File: src/rtl/ct_pkg.sv
`timescale 1ns/1ps
package ct_pkg;
    localparam int DATA_W = 32;
    localparam int WORD_W = 3;
    localparam int PRE_W  = 12;

    localparam logic [WORD_W-1:0] W_CTRL   = 3'd0;
    localparam logic [WORD_W-1:0] W_STATUS = 3'd1;
    localparam logic [WORD_W-1:0] W_LOAD   = 3'd2;
    localparam logic [WORD_W-1:0] W_CMP    = 3'd3;
    localparam logic [WORD_W-1:0] W_COUNT  = 3'd4;

    localparam int CB_RUN     = 0;
    localparam int CB_RESTART = 1;
    localparam int CB_IRQEN   = 2;
    localparam int CB_RELOAD  = 3;
    localparam int CB_DIV     = 4;
    localparam int CB_SWRST   = 16;
    localparam int CB_OVW     = 17;
    localparam int CB_OMODE   = 22;

    localparam logic [DATA_W-1:0] CTRL_MASK = 32'h00C2_FFFF;

    typedef enum logic [1:0] {
        OM_HOLD   = 2'd0,
        OM_TOGGLE = 2'd1,
        OM_LOW    = 2'd2,
        OM_HIGH   = 2'd3
    } out_mode_t;
endpackage

File: src/rtl/ct_prescaler.sv
`timescale 1ns/1ps
module ct_prescaler #(
    parameter int PRE_W = 12
) (
    input  logic             clk,
    input  logic             rst_n,
    input  logic             clr_i,
    input  logic             run_i,
    input  logic             tick_en_i,
    input  logic [PRE_W-1:0] div_i,
    output logic             tick_o
);
    typedef struct packed {
        logic [PRE_W-1:0] pcnt;
    } pre_state_t;

    localparam logic [PRE_W-1:0] ONE = {{(PRE_W-1){1'b0}}, 1'b1};

    pre_state_t s_d, s_q;

    always_comb begin
        s_d    = s_q;
        tick_o = run_i && tick_en_i && (s_q.pcnt >= div_i);
        if (clr_i || !run_i) begin
            s_d.pcnt = '0;
        end else if (tick_en_i) begin
            s_d.pcnt = tick_o ? '0 : s_q.pcnt + ONE;
        end
    end

    always_ff @(posedge clk) begin
        if (!rst_n) s_q <= '0;
        else        s_q <= s_d;
    end

    // a gated cycle never advances the divider
    assert_gate_hold_R3: assert property (@(posedge clk) disable iff (!rst_n)
        (run_i && !tick_en_i && !clr_i) |=> $stable(s_q.pcnt));
    // the divider restarts after a step
    assert_div_restart_R3: assert property (@(posedge clk) disable iff (!rst_n)
        tick_o |=> (s_q.pcnt == '0));
endmodule

File: src/rtl/ct_counter.sv
`timescale 1ns/1ps
module ct_counter #(
    parameter int CNT_W = 32
) (
    input  logic             clk,
    input  logic             rst_n,
    input  logic             clr_i,
    input  logic             tick_i,
    input  logic             reload_i,
    input  logic             ovw_i,
    input  logic             restart_i,
    input  logic [CNT_W-1:0] load_i,
    input  logic [CNT_W-1:0] ovw_val_i,
    input  logic [CNT_W-1:0] cmp_i,
    output logic [CNT_W-1:0] cnt_o,
    output logic             match_o
);
    typedef struct packed {
        logic [CNT_W-1:0] cnt;
    } cnt_state_t;

    localparam logic [CNT_W-1:0] ONE = {{(CNT_W-1){1'b0}}, 1'b1};

    cnt_state_t       s_d, s_q;
    logic [CNT_W-1:0] step_val;
    logic             plain_step;

    always_comb begin
        s_d        = s_q;
        match_o    = 1'b0;
        plain_step = 1'b0;
        if (s_q.cnt == '0) begin
            step_val = reload_i ? load_i : '1;
        end else begin
            step_val = s_q.cnt - ONE;
        end
        if (clr_i) begin
            s_d.cnt = '0;
        end else if (ovw_i) begin
            s_d.cnt = ovw_val_i;
        end else if (restart_i) begin
            s_d.cnt = load_i;
        end else if (tick_i) begin
            plain_step = 1'b1;
            s_d.cnt    = step_val;
            match_o    = (step_val == cmp_i);
        end
    end

    assign cnt_o = s_q.cnt;

    always_ff @(posedge clk) begin
        if (!rst_n) s_q <= '0;
        else        s_q <= s_d;
    end

    assert_hold_R3: assert property (@(posedge clk) disable iff (!rst_n)
        (!tick_i && !clr_i && !ovw_i && !restart_i) |=> $stable(s_q.cnt));
    assert_decrement_R4: assert property (@(posedge clk) disable iff (!rst_n)
        (plain_step && s_q.cnt != '0) |=> (s_q.cnt == $past(s_q.cnt) - ONE));
    assert_wrap_R4: assert property (@(posedge clk) disable iff (!rst_n)
        (plain_step && s_q.cnt == '0 && !reload_i) |=> (&s_q.cnt));
    assert_reload_R5: assert property (@(posedge clk) disable iff (!rst_n)
        (plain_step && s_q.cnt == '0 && reload_i) |=> (s_q.cnt == $past(load_i)));
    assert_overwrite_R11: assert property (@(posedge clk) disable iff (!rst_n)
        (ovw_i && !clr_i) |=> (s_q.cnt == $past(ovw_val_i)));
    assert_restart_R10: assert property (@(posedge clk) disable iff (!rst_n)
        (restart_i && !clr_i && !ovw_i) |=> (s_q.cnt == $past(load_i)));
    assert_clear_R12: assert property (@(posedge clk) disable iff (!rst_n)
        clr_i |=> (s_q.cnt == '0));
endmodule

File: src/rtl/ct_regs.sv
`timescale 1ns/1ps
module ct_regs
    import ct_pkg::*;
#(
    parameter int CNT_W = 32
) (
    input  logic              clk,
    input  logic              rst_n,
    input  logic              bus_we,
    input  logic [WORD_W-1:0] bus_word,
    input  logic [DATA_W-1:0] bus_wdata,
    input  logic              match_i,
    input  logic [CNT_W-1:0]  cnt_i,
    output logic [DATA_W-1:0] rdata_o,
    output logic              run_o,
    output logic              reload_o,
    output logic [PRE_W-1:0]  div_o,
    output logic              swr_o,
    output logic              ovw_o,
    output logic              restart_o,
    output logic [CNT_W-1:0]  ovw_val_o,
    output logic [CNT_W-1:0]  load_o,
    output logic [CNT_W-1:0]  cmp_o,
    output logic              irq_o,
    output logic              pin_o
);
    typedef struct packed {
        logic [DATA_W-1:0] ctrl;
        logic [CNT_W-1:0]  load;
        logic [CNT_W-1:0]  cmp;
        logic              flag;
        logic              pin;
    } reg_state_t;

    reg_state_t s_d, s_q;
    out_mode_t  omode;
    logic       wr_ctrl, wr_stat, wr_load, wr_cmp;

    assign wr_ctrl = bus_we && (bus_word == W_CTRL);
    assign wr_stat = bus_we && (bus_word == W_STATUS);
    assign wr_load = bus_we && (bus_word == W_LOAD);
    assign wr_cmp  = bus_we && (bus_word == W_CMP);

    assign omode     = out_mode_t'(s_q.ctrl[CB_OMODE+1:CB_OMODE]);
    assign run_o     = s_q.ctrl[CB_RUN];
    assign reload_o  = s_q.ctrl[CB_RELOAD];
    assign div_o     = s_q.ctrl[CB_DIV+PRE_W-1:CB_DIV];
    assign swr_o     = wr_ctrl && bus_wdata[CB_SWRST];
    assign ovw_o     = wr_load && s_q.ctrl[CB_OVW];
    assign restart_o = wr_ctrl && bus_wdata[CB_RUN] && bus_wdata[CB_RESTART]
                       && !s_q.ctrl[CB_RUN];
    assign ovw_val_o = bus_wdata[CNT_W-1:0];
    assign load_o    = s_q.load;
    assign cmp_o     = s_q.cmp;
    assign irq_o     = s_q.flag && s_q.ctrl[CB_IRQEN];
    assign pin_o     = s_q.pin;

    always_comb begin
        s_d = s_q;
        if (wr_ctrl) s_d.ctrl = bus_wdata & CTRL_MASK;
        if (wr_load) s_d.load = bus_wdata[CNT_W-1:0];
        if (wr_cmp)  s_d.cmp  = bus_wdata[CNT_W-1:0];
        if (wr_stat && bus_wdata[0]) s_d.flag = 1'b0;
        if (match_i) begin
            s_d.flag = 1'b1;
            unique case (omode)
                OM_HOLD:   s_d.pin = s_q.pin;
                OM_TOGGLE: s_d.pin = !s_q.pin;
                OM_LOW:    s_d.pin = 1'b0;
                OM_HIGH:   s_d.pin = 1'b1;
            endcase
        end
        if (swr_o) s_d = '0;
    end

    always_comb begin
        rdata_o = '0;
        case (bus_word)
            W_CTRL:   rdata_o = s_q.ctrl;
            W_STATUS: rdata_o = {{(DATA_W-1){1'b0}}, s_q.flag};
            W_LOAD:   rdata_o = DATA_W'(s_q.load);
            W_CMP:    rdata_o = DATA_W'(s_q.cmp);
            W_COUNT:  rdata_o = DATA_W'(cnt_i);
            default:  rdata_o = '0;
        endcase
    end

    always_ff @(posedge clk) begin
        if (!rst_n) s_q <= '0;
        else        s_q <= s_d;
    end

    assert_flag_set_R6: assert property (@(posedge clk) disable iff (!rst_n)
        (match_i && !swr_o) |=> s_q.flag);
    assert_flag_cause_R6: assert property (@(posedge clk) disable iff (!rst_n)
        $rose(s_q.flag) |-> $past(match_i));
    assert_w1c_R7: assert property (@(posedge clk) disable iff (!rst_n)
        (wr_stat && bus_wdata[0] && !match_i) |=> !s_q.flag);
    assert_irq_level_R8: assert property (@(posedge clk) disable iff (!rst_n)
        (match_i && !swr_o && s_q.ctrl[CB_IRQEN] && !wr_ctrl) |=> irq_o);
    assert_pin_high_R9: assert property (@(posedge clk) disable iff (!rst_n)
        (match_i && !swr_o && omode == OM_HIGH) |=> pin_o);
    assert_pin_low_R9: assert property (@(posedge clk) disable iff (!rst_n)
        (match_i && omode == OM_LOW) |=> !pin_o);
    assert_pin_toggle_R9: assert property (@(posedge clk) disable iff (!rst_n)
        (match_i && !swr_o && omode == OM_TOGGLE) |=> (pin_o != $past(pin_o)));
    assert_swr_clear_R12: assert property (@(posedge clk) disable iff (!rst_n)
        swr_o |=> (s_q.ctrl == '0 && s_q.load == '0 && !pin_o && !s_q.flag));
endmodule

File: src/rtl/cmp_timer.sv
`timescale 1ns/1ps
module cmp_timer
    import ct_pkg::*;
#(
    parameter int CNT_W = 32
) (
    input  logic              clk,
    input  logic              rst_n,
    input  logic              tick_en,
    input  logic              bus_we,
    input  logic [WORD_W-1:0] bus_word,
    input  logic [DATA_W-1:0] bus_wdata,
    output logic [DATA_W-1:0] bus_rdata,
    output logic              irq,
    output logic              cmp_out
);
    logic             run, reload, swr, ovw, restart, tick, match;
    logic [PRE_W-1:0] div;
    logic [CNT_W-1:0] ovw_val, load_val, cmp_val, cnt_val;

    ct_regs #(.CNT_W(CNT_W)) u_regs (
        .clk       (clk),
        .rst_n     (rst_n),
        .bus_we    (bus_we),
        .bus_word  (bus_word),
        .bus_wdata (bus_wdata),
        .match_i   (match),
        .cnt_i     (cnt_val),
        .rdata_o   (bus_rdata),
        .run_o     (run),
        .reload_o  (reload),
        .div_o     (div),
        .swr_o     (swr),
        .ovw_o     (ovw),
        .restart_o (restart),
        .ovw_val_o (ovw_val),
        .load_o    (load_val),
        .cmp_o     (cmp_val),
        .irq_o     (irq),
        .pin_o     (cmp_out)
    );

    ct_prescaler #(.PRE_W(PRE_W)) u_pre (
        .clk       (clk),
        .rst_n     (rst_n),
        .clr_i     (swr),
        .run_i     (run),
        .tick_en_i (tick_en),
        .div_i     (div),
        .tick_o    (tick)
    );

    ct_counter #(.CNT_W(CNT_W)) u_cnt (
        .clk       (clk),
        .rst_n     (rst_n),
        .clr_i     (swr),
        .tick_i    (tick),
        .reload_i  (reload),
        .ovw_i     (ovw),
        .restart_i (restart),
        .load_i    (load_val),
        .ovw_val_i (ovw_val),
        .cmp_i     (cmp_val),
        .cnt_o     (cnt_val),
        .match_o   (match)
    );

    // a write to the counter word changes nothing when no step is due
    assert_count_ro_R13: assert property (@(posedge clk) disable iff (!rst_n)
        (bus_we && bus_word == W_COUNT && !tick) |=> $stable(cnt_val));
endmodule

File: config.mk
export PLATFORM = sky130hd
export DESIGN_NAME = cmp_timer
export DESIGN_NICKNAME = d
export VERILOG_FILES = /design/src/rtl/ct_pkg.sv /design/src/rtl/ct_prescaler.sv /design/src/rtl/ct_counter.sv /design/src/rtl/ct_regs.sv /design/src/rtl/cmp_timer.sv
export SDC_FILE = /design/constraint.sdc
export NUM_CORES = 1
export LEC_CHECK = 0
export BUFFER_PORTS_ARGS = -buffer_cell sky130_fd_sc_hd__buf_2
export CAP_MARGIN = 20
export CELL_PAD_IN_SITES_DETAIL_PLACEMENT = 0
export CELL_PAD_IN_SITES_GLOBAL_PLACEMENT = 1
export CORE_MARGIN = 3
export CORE_UTILIZATION = 41
export CTS_CLUSTER_SIZE = 24
export DETAILED_ROUTE_END_ITERATION = 12
export PLACE_DENSITY = 0.87
export SYNTH_ARGS = -nofsm -noshare
export SYNTH_HDL_FRONTEND = slang
export SYNTH_HIERARCHICAL = 1
export SYNTH_SLANG_ARGS = --single-unit
File: constraint.sdc
create_clock -name clk -period 3.8 [get_ports clk]
set_input_delay 1.14 -clock clk [delete_from_list [all_inputs] [get_ports clk]]
set_output_delay 1.14 -clock clk [all_outputs]
set_load 0.005 [all_outputs]
* After elaboration in Yosys (flattened, before gate mapping)
Index checks and enable logic that the tools add are counted.
Word-level totals: register bits after elaboration 129, output and inout bits 34, input port bits 39
Operators by class: reductions and logical operators 24, mux-type cells 14, add/sub/neg operators 2, eq/ne operators 8, magnitude comparators 1, bitwise gates (word level) 2
Operator list (count):
- $mux W32 | 5
- $pmux W32 S5 | 1
- $eq A32 B32 Y1 | 1
- $logic_not A32 Y1 | 1
- $sub A32 B1 Y32 const B | 1
- $logic_and A1 B1 Y1 | 13
- $add A12 B1 Y12 const B | 1
- $ge A12 B12 Y1 | 1
- $mux W12 | 1
- $eq A3 B2 Y1 const B | 2
- $mux W1 | 5
- $eq A2 B2 Y1 const B | 2
- $reduce_or A2 Y1 | 2
- $eq A3 B1 Y1 const B | 1
- $eq A3 B3 Y1 const B | 1
- $logic_not A3 Y1 | 1
- $pmux W1 S3 | 1
- $reduce_bool A3 Y1 | 1
- $eq A2 B1 Y1 const B | 1
- $logic_not A1 Y1 | 2
- $logic_not A2 Y1 | 1
- $mux W2 | 1
- $not A1 Y1 | 2
- $reduce_and A2 Y1 | 1
- 2 further kinds | 2

* Depth between registers and ports, before layout
Gate-level depths: netlist (run 1).
depth after elaboration 9, gate-level depth with buffers 17, depth with buffers taken out 15

* Cells and area by module
Netlist (run 1), hierarchy kept.
By module, submodules not included:
- ct_regs | seq. area each 1701.6 µm², instances 1, area an instance 4745.8 µm², cells each 625
- ct_counter | seq. area each 640.6 µm², instances 1, area an instance 3550.9 µm², cells each 524
- ct_prescaler | seq. area each 240.2 µm², instances 1, area an instance 918.4 µm², cells each 109

* Worst setup path before layout (run 1)
OpenSTA, ideal clock, no wires.
path kind input -> register, start point input port tick_en, end point register u_regs.s_q, in the netlist u_regs/pin_o, path slack -0.132 ns, arrival 3.814 ns, stages on the path 15, path through buf_4 > nand4_1 > a211o_1 > nor3_1 > buf_2 > or2_2 > nor4b_1 > o21ai_0 > a21oi_1 > o2111ai_1 > or4_1 > nor4_2 > o21ai_0 > a22oi_1 > nor2_1
On the way: longest elaborated chain between the ends 7
RTL lines:
- start: declaration | line cmp_timer.sv:9 | input logic tick_en,
- $logic_and A1 B1 Y1 (2 in a row) | line ct_prescaler.sv:23 | tick_o = run_i && tick_en_i && (s_q.pcnt >= div_i);
- via tick | line cmp_timer.sv:17 | logic run, reload, swr, ovw, restart, tick, match;
- $mux W1 | line ct_counter.sv:43 | end else if (tick_i) begin
- $mux W1 | line ct_counter.sv:41 | end else if (restart_i) begin
- $mux W1 | line ct_counter.sv:39 | end else if (ovw_i) begin
- $mux W1 | line ct_counter.sv:37 | if (clr_i) begin
- via match | line cmp_timer.sv:17
- $reduce_and A2 Y1 (no source line)
- end signal: assignment | line ct_regs.sv:89 | if (!rst_n) s_q <= '0;
- end signal: assignment | line ct_regs.sv:90 | else s_q <= s_d;
- end: declaration | line ct_regs.sv:35 | reg_state_t s_d, s_q;
The timed path passes the listed nets, and every way through them passes these cells. A chain may end at the register's enable or synchronous reset.

* Worst setup path after layout (run 1)
start point input port bus_word[1], end point output port bus_rdata[22]
On the way: longest elaborated chain between the ends 2
RTL lines:
- start: declaration | line cmp_timer.sv:11 | input logic [WORD_W-1:0] bus_word,
- $eq A3 B3 Y1, or another cell as far along | line ct_regs.sv:78 | case (bus_word)
- $pmux W32 S5 * | line ct_regs.sv:78
- end: declaration | line cmp_timer.sv:13 | output logic [DATA_W-1:0] bus_rdata,
Every way passes the cells marked *; elsewhere a longest branch is shown, timed or not.

==> flow_summary.ini, run 1 <==
[floorplan]
io_pins = 73
initial_core_util = 0.420
dieArea_um2 = 24300
rows = 54
core_um2 = 22000
die_y_um = 156
die_w_um = 156

[yosys]
synth_mux_area_frac = 0.0440
synth-seq-cells = 129
yosys_warnings = 6
yosys.area_share.adder = 0.0204
netlist_instances = 1258
synth-xor-area-share = 0.0418
ys_async_sr_fraction = 0
synth_area_um2 = 9220
synth.distinct_cells = 76
synth_nets = 1312
synthSimpleGateAreaFrac = 0.241
synth_top_family_by_area = simple AND/OR/NAND/NOR gates
syn_area_per_cell_um2 = 7.33
synth_compound_area_frac = 0.222
synth_ff_type = dfxtp_1
seq_area_frac_synth = 0.280
synth_edf_count = 0

[setup_path]
start_kind = primary input
arrival_ps = 2510
crit_type = primary input to output port
worstPathRequired_ps = 2660
critPathMaxFanout = 28
worst_setup_path_end_kind = output port

[cts]
clk_path_buf_depth = 2
clk_latency_ps = 430
path_clk_slew_ps = 70
clockRootBuffer = clkbuf_16
numCtsBuffers = 17
tritoncts = done
clock-sinks = 129
h-tree-depth = 4

[drt]
vias = 9534
drt-initial-drc-count = 1163
wire_per_inst_um = 22.4
vias_per_cell = 6.07
drt-pass1-iter-count = 8
totalWireLength_um = 35100
drc = 0
ant_nets = 0

[global_routing]
grt_max_degree = 50
grt.overflow.total = 0
grt_pass1_vias = 8891
grt_usage = 0.285
antenna_found_initial = 0
grt_first_pass_wirelength_um = 53800

[power]
peakVddDrop_mv = 0.315
p_leak_uw = 0.00390
powerDensity_nw_per_um2 = 410

[finish]
nets = 1332
syn_to_final_growth_pct = 12.9
multi_input_area_um2 = 5420
regArea_um2 = 2580
fill_cells = 2184
drive_gt1_frac = 0.224
stdcell_count = 1570
num_antenna_cells = 0

[timing]
whs_ps = 472
slew_headroom = 0.434
max_freq_mhz = 274
fin_crit_sh = 0.960
clock_skew_ps = 10.4
finalMaxSlewViolations = 0
finalSetupViolCount = 0
rsz0062_at_grt = false
fin_setup_tns_ps = 0
fin_crit_ps = 3650
hold_viol = 0
worst_slew_pin_slew_ps = 846

[min_path]
worst_hold_path_type = flop to flop

[place]
dp_hpwl_um = 26300
numPlacedInstances = 1537
place_congestion = 1.11
port_buffers = 72

[run]
max-cap-violations = 0

[status]
status = finished clean
==> cell families after synthesis <==
kind of cell / after synthesis
AOI/OAI and AO/OA: 321
xor gates and xnor gates: 44
adders and majority gates: 15
buffers and inverters: 237
DFF: 129
muxes: 38
and+or+nand+nor: 474
==> area by class of cell <==
class	count	area share
clock buffer	20	0.0448
timing repair buffer	192	0.126
multi-input combinational	892	0.521
tap	280	0.0337
clock inverter	11	0.0101
inverter	46	0.0166
sequential	129	0.248
==> power breakdown <==
| part | internal [uW] | total (uW) | switching [uW] | leakage (uW) |
|---|---|---|---|---|
| clock | 951 | 1620 | 668 | 0.000271 |
| sequential | 1380 | 1420 | 37.8 | 0.00104 |
| combinational | 506 | 1230 | 722 | 0.00259 |
| total | 2840 | 4270 | 1430 | 0.00390 |
==> final timing paths <==
kind                                      from  slack, ps  depth (start not counted)             end
worst max-delay path               bus_word[1]        150                          7   bus_rdata[22]
worst min-delay path            u_regs/s_q[67]        470                          2  u_regs/s_q[67]
worst max register to register  u_cnt/cnt_o[1]        190                         17    u_regs/pin_o
worst min register to register  u_regs/s_q[67]        470                          2  u_regs/s_q[67]
==> registers in the layout, summed over array words and instances (netlist names) <==
register	count
u_regs/run_o	1
u_regs/omode	2
u_cnt/cnt_o	32
u_regs/div_o	12
u_regs/load_o	32
u_regs/pin_o	1
u_pre/s_q	12
u_regs/cmp_o	32
u_regs/reload_o	1
u_regs/s_q	4
==> layer usage <==
layer | wire length [um] | global-route usage | vias up
li1 | - | - | 4369
met3 | 2750 | 0.0491 | 75
met4 | 1190 | 0.116 | 0
met1 | 15000 | 0.390 | 4581
met2 | 16100 | 0.445 | 509
met5 | 0 | 0 | -
==> synth_stat cells (all sizes together) (7+ instances only) <==
master / n / share of area
a211oi: 22 / 0.018
a21oi: 121 / 0.066
a22oi: 21 / 0.017
a311oi: 13 / 0.012
buf: 141 / 0.11
clkbuf: 50 / 0.020
dfxtp: 129 / 0.28
ha: 15 / 0.020
inv: 45 / 0.018
mux2: 20 / 0.024
mux2i: 18 / 0.020
nand2: 248 / 0.10
nand2b: 8 / 0.0054
nand3: 10 / 0.0054
nand4: 11 / 0.0081
nor2: 82 / 0.034
nor3: 38 / 0.022
nor4: 24 / 0.019
o211ai: 12 / 0.0098
o21ai: 64 / 0.035
o221ai: 11 / 0.010
o22ai: 12 / 0.0081
or3: 8 / 0.0054
or4: 7 / 0.0065
xnor2: 25 / 0.024
xor2: 19 / 0.018
==> timing repair <==
action / in CTS / in global routing
resized for setup: 10 / 19
gates cloned: 0 / 0
pin swaps: 10 / 7
setup endpoints to repair: 2 / 2
endpoints found under the hold margin: 0 / 0
setup buffers: 2 / 0
hold buffers: 0 / 0
==> worst max-delay path, stage by stage <==
cell	delay, ps
buf_2	130
buf_12	170
nor3b_2	300
buf_4	290
a22oi_1	120
o21ai_0	160
buf_2	190
==> stage by stage <==
stage / cell area [um2] / power [uW] / setup slack [ps] / util
2_1_floorplan: 9240 / 2100 / 4.14 / -
5_1_grt: 10400 / 4410 / 10.9 / 0.474
6_report: 10400 / 4270 / 150 / 0.474
3_3_place_gp: 9690 / 2590 / -20.4 / 0.441
3_5_place_dp: 9690 / 2570 / -216 / 0.441
4_1_cts: 10300 / 4220 / 1.36 / 0.470
==> cells in the final DEF (no fill, tap or decap), drive strengths merged, types with 20 or more instances in the layout <==
master  count
dfxtp     129
a21oi     121
nor3       38
nor4       24
mux2       20
a22oi      21
inv        47
clkbuf     20
nor2       82
o21ai      64
a211oi     22
xnor2      25
buf       192
nand2     248
No activity file was read; power rests on OpenSTA's default activity.
==> run 2: changes to the inputs <==
--- a/config.mk
+++ b/config.mk
@@ -10,11 +10,10 @@
 export CELL_PAD_IN_SITES_DETAIL_PLACEMENT = 0
 export CELL_PAD_IN_SITES_GLOBAL_PLACEMENT = 1
 export CORE_MARGIN = 3
-export CORE_UTILIZATION = 41
+export CORE_UTILIZATION = 40
 export CTS_CLUSTER_SIZE = 24
 export DETAILED_ROUTE_END_ITERATION = 12
-export PLACE_DENSITY = 0.87
+export PLACE_DENSITY = 0.86
 export SYNTH_ARGS = -nofsm -noshare
 export SYNTH_HDL_FRONTEND = slang
-export SYNTH_HIERARCHICAL = 1
 export SYNTH_SLANG_ARGS = --single-unit
==> run 2 against run 1 <==
Routed wire length fell by 13%. Worst setup slack improved by 35 ps. Register-to-register slack improved by 30 ps. Sequential share of layout area is 1.7 points higher. Synthesized cell count is 10% lower. Hold slack worse by 4.1 ps. Die area decreased by 9.7%. Power fell by 0.37%. Flip-flop and latch count did not move.
==> flow_summary.ini, run 2 <==
[status]
status = finished clean

[timing]
rsz0062_at_grt = false
finalSetupViolCount = 0
finalMaxSlewViolations = 0
fin_setup_tns_ps = 0
fin_crit_sh = 0.951
fin_crit_ps = 3610
clock_skew_ps = 9.08
fin_ws_ps = 186
slew_headroom = 0.403
hold_viol = 0
max_freq_mhz = 277
worst_slew_pin_slew_ps = 891

[setup_path]
critPathMaxFanout = 21
critPathMaxStageDelay_ps = 310
crit_slowest_cell = nor2b_1
path_cells = buf_2 -> nor2b_1 -> nor2b_1 -> buf_12 -> a22o_1 -> a221o_1 -> buf_2
worst_setup_path_end_kind = output port
cp_num_buf_inv = 3
critPathCapture = bus_rdata[22]
r2r_setup_slack_ps = 220
r2r_cells = 13
arrival_ps = 2470
worstPathRequired_ps = 2660
r2r-start = u_cnt.cnt_o[0]
start_kind = primary input
crit_cells = 7
crit_family = simple AND/OR/NAND/NOR gates
startpoint = bus_word[2]
reg2reg_to = u_regs.pin_o
crit_type = primary input to output port

[floorplan]
die_w_um = 148
initial_core_util = 0.411
io_pins = 73
core_um2 = 19700
die_y_um = 148
dieArea_um2 = 22000
rows = 51

[place]
place_congestion = 0.972
numPlacedInstances = 1448
port_buffers = 72
placed_area_um2 = 9090
dp_hpwl_um = 21700
dp_slack_ps = 173

[power]
peakVddDrop_mv = 0.253
p_leak_uw = 0.00366
powerDensity_nw_per_um2 = 437

[finish]
drive_gt1_frac = 0.166
multi_input_area_um2 = 5050
stdcell_count = 1481
nets = 1257
regArea_um2 = 2580
num_antenna_cells = 0
layout_common_cells = nand2_1, dfxtp_1, a21oi_1, nor2_1, buf_2
fill_cells = 1977
final_cell_area_um2 = 9720
layout_commonest_cell = nand2_1
syn_to_final_growth_pct = 20.3

[drt]
ant_nets = 0
drc = 0
drt-initial-drc-count = 1078
route.top_layer_used = met4
wire_per_inst_um = 20.7
wl_met2_um = 13400
wl_met3_um = 3200
wl_met1_um = 13100
vias_per_cell = 6.06
drt-pass1-iter-count = 5
totalWireLength_um = 30700
vias = 8979

[min_path]
worst_hold_path_type = flop to flop

[cts]
ctsHoldBuffers = 0
clk_latency_ps = 430
path_clk_slew_ps = 60
tritoncts = done
numCtsBuffers = 17
clockRootBuffer = clkbuf_16
clk_path_buf_depth = 2
clock-sinks = 129
h-tree-depth = 4

[yosys]
netlist_instances = 1129
synthTopCellsByArea = dfxtp_1, nand2_1, a21oi_1, nor2_1, clkbuf_1
syn_area_per_cell_um2 = 7.16
yosys_warnings = 0
yosysMostFrequentCell = nand2_1
synth-seq-cells = 129
synth_nets = 1183
synth.distinct_cells = 65
synth_commonest_cells = nand2_1, dfxtp_1, a21oi_1
synth_ff_type = dfxtp_1
synth_edf_count = 0
ys_async_sr_fraction = 0
yosysTopAreaCellShare = 0.319
yosysTopAreaCell = dfxtp_1
seq_area_frac_synth = 0.319
synth_area_um2 = 8090

[global_routing]
grt_first_pass_wirelength_um = 47800
grt_max_degree = 65
grt_usage = 0.276
grt.overflow.total = 0
grt_pass1_vias = 8360
antenna_found_initial = 0

[run]
max-cap-violations = 0
run 2: changes by cell type after synthesis, sizes merged, moves of 12 or more:
cell and delta:
buf -129, a311oi -12, clkbuf +29, nor3 -14, nand2 -28, nor2b +18
o21ai -24, nor2 +17, a211oi +16, o22ai +26, mux2 -19, mux2i -13
run 2: metal layers:
layer	vias up	GRT usage
met1	4234	0.384
met4	0	0.0993
li1	4200	-
met3	71	0.0643
met2	474	0.421
met5	-	0
run 2: worst min path at each step:
| stage | from | end | slack, ps | cells after the start |
|---|---|---|---|---|
| after floorplan | u_regs.s_q[67] | u_regs.s_q[67] | 440 | 2 |
| after global placement | u_regs.div_o[7] | u_regs.div_o[7] | 460 | 2 |
| after detailed placement | u_regs.div_o[7] | u_regs.div_o[7] | 460 | 2 |
| after CTS | u_regs.div_o[7] | u_regs.div_o[7] | 470 | 2 |
| after global routing | u_regs.div_o[7] | u_regs.div_o[7] | 500 | 2 |
| final | u_regs.div_o[7] | u_regs.div_o[7] | 470 | 2 |
run 2: cell type report:
type,instances,share of cell area
well taps,265,0.0341
multi-input cells,868,0.519
clock buffers,21,0.0484
flip-flops and latches,129,0.266
inverters,41,0.0158
clock inverters,11,0.0133
repair buffers,146,0.104
run 2: where the power goes:
| part | total [uW] | switching (uW) | internal, uW |
|---|---|---|---|
| sequential | 1430 | 43.3 | 1380 |
| combinational | 1130 | 702 | 428 |
| clock | 1690 | 670 | 1020 |
run 2: logic make-up (layout without fill, tap and decap cells):
logic type,Yosys count,in the layout,share of synthesized area
flip-flops,129,129,0.319
AO/OA/AOI/OAI,346,346,0.275
buffers and inverters,132,219,0.0628
adder cells (fa/ha/maj),15,15,0.0232
XOR/XNOR,37,37,0.0401
multiplexers,6,6,0.00758
AND/OR/NAND/NOR,464,464,0.272
run 2: worst min-delay path, cell delays in order, from the launching register on:
cell	delay (ps)
dfxtp_1	320
nand2_1	50
a21oi_1	50
run 2: metrics by stage:
step	total power [uW]	utilization	hold slack, ps
finish	4250	0.495	468
global route	4400	0.495	502
CTS	4220	0.493	472
detailed placement	2530	0.463	463
global placement	2540	0.463	461
floorplan	2120	-	436
run 2: what timing repair did:
action	CTS	global route
buffers inserted	0	1
endpoints found under the setup margin	0	2
gates resized for setup	0	5
